===== src/rtl/sic_pkg.sv =====
package sic_pkg;

    // Which half of a Manchester symbol the next chip belongs to
    typedef enum logic {
        HALF_A = 1'b0,
        HALF_B = 1'b1
    } half_e;

    // Index of each internally judged check
    localparam int CHK_TIM = 0;
    localparam int CHK_MAN = 1;
    localparam int N_CHK   = 2;

    // Event and state of one check
    typedef struct packed {
        logic hit;   // violation detected this cycle
        logic fail;  // sticky failure
    } chk_evt_t;

    // Next value of a sticky qualified OK flag
    function automatic logic ok_next(logic ok_q, logic qual, chk_evt_t e);
        return ok_q | (qual & ~e.fail & ~e.hit);
    endfunction

endpackage


===== src/rtl/sic_edge_timing.sv =====
module sic_edge_timing #(
    parameter int PH_W = 6
) (
    input  logic                   clk,
    input  logic                   rst,
    input  logic                   clr,
    input  logic                   edge_stb,
    input  logic signed [PH_W-1:0] phase,
    input  logic        [PH_W-1:0] lim,
    output sic_pkg::chk_evt_t      evt
);
    logic [PH_W-1:0] mag;
    logic            fail_q;

    // Magnitude of the phase error; the most negative code maps to 2**(PH_W-1)
    always_comb begin
        if (phase[PH_W-1]) mag = ~phase + 1'b1;
        else               mag = phase;
    end

    always_comb begin
        evt.hit  = edge_stb & ~clr & (mag > lim);
        evt.fail = fail_q;
    end

    always_ff @(posedge clk) begin
        if (rst || clr) fail_q <= 1'b0;
        else            fail_q <= fail_q | evt.hit;
    end
endmodule


===== config.mk =====
export PLATFORM = sky130hd
export DESIGN_NAME = sic_edge_timing
export DESIGN_NICKNAME = d
export VERILOG_FILES = /design/src/rtl/sic_pkg.sv /design/src/rtl/sic_edge_timing.sv
export SDC_FILE = /design/constraint.sdc
export NUM_CORES = 1
export LEC_CHECK = 0
export ABC_CLOCK_PERIOD_IN_PS = 5450
export CAP_MARGIN = 10
export CORE_AREA = 8 8 45 47
export CTS_BUF_LIST = sky130_fd_sc_hd__clkbuf_16
export DETAILED_ROUTE_END_ITERATION = 16
export DIE_AREA = 0 0 53 55
export GPL_TIMING_DRIVEN = 0
export PLACE_DENSITY = 0.57
export SLEW_MARGIN = 5
export SYNTH_ARGS = -nofsm -noshare
export SYNTH_HDL_FRONTEND = slang
export SYNTH_SLANG_ARGS = --single-unit

===== constraint.sdc =====
create_clock -name clk -period 5.45 [get_ports clk]
set_input_delay 1.635 -clock clk [delete_from_list [all_inputs] [get_ports clk]]
set_output_delay 1.635 -clock clk [all_outputs]
set_load 0.02 [all_outputs]

# After elaboration in Yosys (flattened, before gate mapping)
# Cells that the tools add are included.
# W data, S select, Z words.
# word_totals
reg_bits,1
# classes
addsub,1
n_reduce_logical,1
bitwise_logic,5
n_lt_le_gt_ge,1
n_mux,1
# op_table
op,n
$add A6 B1 Y6 const B,1
$gt A6 B6 Y1,1
$mux W6,1
$not A6 Y6,1
$and A1 B1 Y1,2
$logic_or A1 B1 Y1,1
$not A1 Y1,1
$or A1 B1 Y1,1

# Longest topological paths before layout
# Gate-level depths: netlist of the first run.
# logic_depth
word_depth,6
ltp_mapped,10
depth_no_buf,10

# Worst setup path after synthesis of the first run
# OpenSTA, ideal clock, no wires.
# synth_timing
path_kind,input to output
from,input port phase[0]
to,output port evt[1] (netlist name)
required_time_ps,3815
setup_slack_ps,644
path_stages,9
n_path_buf,0
arrival_time_ps,3171
cell_sequence,inv_1 ha_1 nand2b_1 xnor2_1 ha_1 nand4_1 a21oi_2 a2111oi_2 nor3_1
# synth_rtl
item,line_no,source
start: declaration,sic_edge_timing.sv:8,"input logic signed [PH_W-1:0] phase,"
end: declaration,sic_edge_timing.sv:10,output sic_pkg::chk_evt_t evt

==> metrics.yaml, run 1 <==
place:
  io_buffers: 17
  hpwl_um: 690
  placed_cells: 76
  placed_area_um2: 504
  post-place-ws_ps: -410
  finalWeightedCongestion: 0.660
cells_and_area:
  largest_reg_flops: 1
  mostFrequentLayoutCells: "clkdlybuf4s50_1, inv_1, ha_1"
  regMostFlops: "fail_q"
  area_growth_pct: 66.1
  fin_area_um2: 522
  stdcell_count: 76
  top_regs: "fail_q x1"
  drive_above_1_share: 0.117
  antenna_cells: 0
  fillCellCount: 152
  fin_nets: 85
  final_common_cell: "clkdlybuf4s50_1"
logic_synthesis:
  ys_ff_latch: 1
  yosysWarnings: 0
  synthDistinctLibCells: 16
  synth_xor_area_frac: 0.0837
  muxShareOfSynthArea: 0
  synth_fa_ha_area_frac: 0.279
  ys_seq_area_frac: 0.0637
  synth_cells: 43
  synth_top_family_by_area: "adder cells"
  synth-compound-area-share: 0.195
  postSynthAreaPerCell_um2: 7.30
  synth_area_um2: 314
  synthSimpleGateAreaFrac: 0.259
  syn-num-nets: 66
setup_path:
  cp.required_ps: 3820
  worstSetupPathType: "in2out"
  cp-start-kind: "input pin"
  arrival_ps: 3660
  crit_fanout: 3
  endpoint_kind: "output pin"
power_and_ir_drop:
  power_density_nw_per_um2: 87.3
  leakage_uw: 0.000250
  ir_drop_uv: 31.6
global_routing:
  grt_usage: 0.0546
  antenna_found_initial: 0
  grt_pass1_vias: 348
  gr-total-overflow: 0
  grt_max_degree: 7
  grt_pass1_wl_um: 1350
die:
  die_w_um: 53
  dieHeight_um: 55
  core-area_um2: 1380
  ioPinCount: 18
  die_area_um2: 2920
  rows: 14
  initial_core_util: 0.227
min_path:
  hp-class: "reg2reg"
timing:
  max_freq_mhz: 189
  hold_viol_final: 0
  finalCritPeriodShare: 0.972
  slew-limit-headroom: 0.780
  setup-tns-final_ps: 0
  rsz0062_at_grt: "false"
  fin_crit_ps: 5300
  finalSetupViolCount: 0
  setup_ws_ps: 153
  skew_ps: 0
  tightest_slew_ps: 330
  slew_viol_final: 0
drt:
  final_antenna_net_count: 0
  drtIter0Drc: 2
  drc: 0
  wire_per_inst_um: 9.59
  vias: 321
  wirelength_um: 729
  vias_per_cell: 4.22
  dr.pass1.iters: 4
status:
  status: "complete, no violations"
clock_tree:
  hold_buffers: 0
  postCtsSetupBuffers: 0
  clkLatencyLatePin_ps: 0
  clkSlewWorstSetupHoldPaths_ps: 0
flow_run:
  drv_cap: 0
[path summary, 6_finish.rpt]
| kind | startpoint | end | cells past startpoint | slack (ps) |
|---|---|---|---|---|
| worst max-delay path | phase[1] | evt[1] | 11 | 150 |
| worst min-delay path | fail_q | fail_q | 2 | 460 |
| worst max register to register | fail_q | fail_q | 2 | 4900 |
| worst min register to register | fail_q | fail_q | 2 | 460 |
[layer usage]
metal  up-vias  wire length, um  GRT usage
met5         -                0          0
met4         0                0          0
met3         0               24    0.00535
met2         6              384      0.104
met1       137              320     0.0681
li1        178                -          -
[Yosys cell counts]
| cell type | instances | area, um2 |
|---|---|---|
| buf_4 | 1 | 7.51 |
| o41ai_2 | 1 | 16.3 |
| ha_1 | 7 | 87.6 |
| nor3_1 | 1 | 5.00 |
| o31ai_1 | 1 | 7.51 |
| nand4_1 | 1 | 6.26 |
| nand2_1 | 6 | 22.5 |
| dfxtp_1 | 1 | 20.0 |
| o21ai_0 | 1 | 5.00 |
| nand2b_1 | 3 | 18.8 |
| a21oi_2 | 2 | 17.5 |
| and4b_1 | 1 | 10.0 |
| a2111oi_2 | 1 | 15.0 |
| inv_1 | 8 | 30.0 |
| nor2_1 | 5 | 18.8 |
| xnor2_1 | 3 | 26.3 |
[what timing repair did]
item / in CTS / in global routing
endpoints found under the setup margin: 1 / 1
resized for setup: 6 / 3
hold endpoints to repair: 0 / 0
pin swaps: 0 / 3
[critical path, cell delays in order]
cell and delay [ps]:
clkdlybuf4s50_1 500, inv_1 60, ha_1 180, nand2b_1 150, xnor2_1 140, ha_1 190, a21oi_2 120, nor2_1 70
a2111oi_4 380, nor3_2 70, buf_4 160
[power by group]
part           switching, uW  leakage [uW]  total, uW  internal (uW)
registers              0.151    0.00000810       7.93           7.78
clock network              0             0          0              0
logic                   15.9      0.000242       37.6           21.7
[final cells by class]
type	instances	area (um2)	share of cell area
Inverter	8	30.0	0.0576
Timing Repair Buffer	17	170	0.326
Buffer	1	7.51	0.0144
Sequential cell	1	20.0	0.0384
Multi-Input combinational cell	33	274	0.525
Tap cell	16	20.0	0.0384
[per-stage QoR]
| stage | total power, uW | hold slack, ps | util |
|---|---|---|---|
| detailed placement | 44.3 | 459 | 0.364 |
| CTS | 45.8 | 460 | 0.370 |
| floorplan | 27.6 | 427 | - |
| finish | 45.5 | 458 | 0.377 |
| global placement | 43.6 | 452 | 0.364 |
| global route | 50.8 | 497 | 0.377 |
[kinds of logic after synthesis]
group,count (synthesis)
AO/OA/AOI/OAI,6
adder cells (fa/ha/maj),7
buffers and inverters,9
XOR/XNOR,3
AND/OR/NAND/NOR,17
flip-flops,1
No activity file was read; power rests on OpenSTA's default activity.
==> run 2: changes to the inputs <==
--- a/config.mk
+++ b/config.mk
@@ -13,6 +13,7 @@
 export DIE_AREA = 0 0 53 55
 export GPL_TIMING_DRIVEN = 0
 export PLACE_DENSITY = 0.57
+export REMOVE_ABC_BUFFERS = 1
 export SLEW_MARGIN = 5
 export SYNTH_ARGS = -nofsm -noshare
 export SYNTH_HDL_FRONTEND = slang
==> run 2 against run 1 <==
Fmax is 0.60% higher. Die area stayed put. Final area is 0.48% higher. Register-to-register slack better by 20 ps. First-iteration DRC count stayed put. Power is 0.71% higher. Critical path depth is 2 lower. Largest power group unchanged. Hold slack worse by 16 ps. Utilization is 0.18 points higher. Largest cell class unchanged. Critical path type unchanged. Sequential power hardly changed.
==> metrics.yaml, run 2 (same netlist as run 1, synthesis figures left out) <==
status:
  status: "complete, no violations"
setup_path:
  cp.required_ps: 3820  # about the same
  crit_fanout: 3  # unchanged
  crit_path_top_delay_cell: "clkdlybuf4s50_1"
  endpoint_kind: "output pin"
  cp-start-kind: "input pin"
  crit_chain: "clkdlybuf4s50_1 -> o31ai_1 -> xnor2_1 -> ha_1 -> a21oi_2 -> nor2_1 -> a2111oi_4 -> nor3_1 -> buf_2"
  max_stage_delay_ps: 460  # -40 ps
  worstSetupPathType: "in2out"
  arrival_ps: 3630  # -30 ps
power_and_ir_drop:
  power_density_nw_per_um2: 87.5  # +0.23%
  p_int_uw: 29.8  # +1.4%
  p_sw_frac: 0.349  # -0.00416
  power_frac_comb: 0.828  # +0.002
  p_seq_frac: 0.172  # -0.002
  switchingPower_uw: 16.0  # -0.48%
  leakage_uw: 0.000262  # +5.1%
  ir_drop_uv: 27.4  # -13%
  p_clk_frac: 0  # unchanged
  power_uw: 45.9  # +0.71%
cells_and_area:
  stdcell_count: 76  # unchanged
  mostFrequentLayoutCells: "clkdlybuf4s50_1, inv_1, ha_1"
  area_growth_pct: 66.9
  top_regs: "fail_q x1"
  final_common_cell: "clkdlybuf4s50_1"
  antenna_cells: 0  # unchanged
  regMostFlops: "fail_q"
  fin_nets: 85  # unchanged
  largest_reg_flops: 1  # unchanged
  final_core_util: 0.379  # +0.00181
  drive_above_1_share: 0.117  # unchanged
place:
  placed_cells: 75  # -1.3%
  post-place-ws_ps: -358  # +52.1 ps
  hpwl_um: 662  # -4.0%
  finalWeightedCongestion: 0.653  # -0.94%
  io_buffers: 17  # unchanged
global_routing:
  grt_usage: 0.0507  # -0.00385
  gr-total-overflow: 0  # unchanged
  antenna_found_initial: 0  # unchanged
  grt_pass1_vias: 310  # -11%
  grt_max_degree: 7  # unchanged
  grt_pass1_wl_um: 1260  # -6.7%
die:
  core-area_um2: 1380  # unchanged
  initial_core_util: 0.227  # unchanged
  dieHeight_um: 55  # unchanged
  die_area_um2: 2920  # unchanged
  die_w_um: 53  # unchanged
  rows: 14  # unchanged
  ioPinCount: 18  # unchanged
drt:
  dr.pass1.iters: 4  # unchanged
  drtIter0Drc: 2  # unchanged
  final_antenna_net_count: 0  # unchanged
  drc: 0  # unchanged
  vias: 311  # -3.1%
  wire_per_inst_um: 9.46  # -1.4%
  wirelength_um: 719  # -1.4%
  vias_per_cell: 4.09  # -3.1%
timing:
  finalCritPeriodShare: 0.966  # -0.00582
  hold_viol_final: 0  # unchanged
  tightest_slew_ps: 292  # -38.1 ps
  max_freq_mhz: 190  # +0.60%
  setup_ws_ps: 184  # +31.7 ps
  skew_ps: 0  # unchanged
  slew-limit-headroom: 0.805  # +0.0254
  finalSetupViolCount: 0  # unchanged
  slew_viol_final: 0  # unchanged
  rsz0062_at_grt: "false"
  fin_crit_ps: 5270  # -31.7 ps
  hold_ws_ps: 442  # -16.0 ps
clock_tree:
  clkLatencyLatePin_ps: 0  # unchanged
  clkSlewWorstSetupHoldPaths_ps: 0  # unchanged
  hold_buffers: 0  # unchanged
min_path:
  hp-class: "reg2reg"
flow_run:
  drv_cap: 0  # unchanged
## run 2: changes by cell type in the layout (fill, tap and decap cells not counted)
cell,before,now
buf_2,0,1
buf_4,2,1
clkdlybuf4s50_1,15,14
dlymetal6s2s_1,1,2
nor3_1,0,1
nor3_2,1,0
xnor2_1,3,2
xnor2_2,0,1
## run 2: final timing paths
path	to	cells past startpoint	slack, ps	startpoint
worst max-delay path	evt[1]	9	180	phase[2]
worst min-delay path	fail_q	2	440	fail_q
worst max register to register	fail_q	2	4920	fail_q
worst min register to register	fail_q	2	440	fail_q
## run 2: per-layer routing
| layer | share of wire | vias to the layer above | global-route usage |
|---|---|---|---|
| met5 | 0 | - | 0 |
| met3 | 0.054 | 0 | 0.00802 |
| met1 | 0.47 | 125 | 0.0650 |
| met4 | 0 | 0 | 0 |
| met2 | 0.47 | 8 | 0.0918 |
| li1 | - | 178 | - |
## run 2: per-stage QoR
stage	setup TNS [ps]	area (um2)
2_1_floorplan	0	307
3_3_place_gp	-355	497
3_5_place_dp	-358	497
4_1_cts	0	504
5_1_grt	0	524
6_report	0	524
## run 2: area by class of cell
type,instances,area (um2)
multi-input combinational,33,277
sequential,1,20.0
timing repair buffer,18,178
fill,145,860
inverter,8,30.0
tap,16,20.0
## run 2: power by group through the flow
stage                     logic [uW]  clock network [uW]  registers, uW
after floorplan                 18.9                   0           8.28
after global placement          35.3                   0           7.89
after detailed placement        35.7                   0           7.91
after CTS                       37.2                   0           7.91
after global routing            43.0                   0           7.95
final                           37.9                   0           7.91
## run 2: worst max-delay path: cells and delay by family
| family | cells | cell delay [ps] |
|---|---|---|
| compound gates | 3 | 800 |
| buf+inv | 2 | 630 |
| fa+ha+maj | 1 | 270 |
| xor+xnor | 1 | 160 |
| simple gates | 2 | 140 |
## run 2: what timing repair did
item | CTS | global route
buffers inserted | 0 | 1
gates resized for setup | 6 | 3
gates cloned | 0 | 0
endpoints found under the setup margin | 1 | 1
pin swaps | 1 | 1
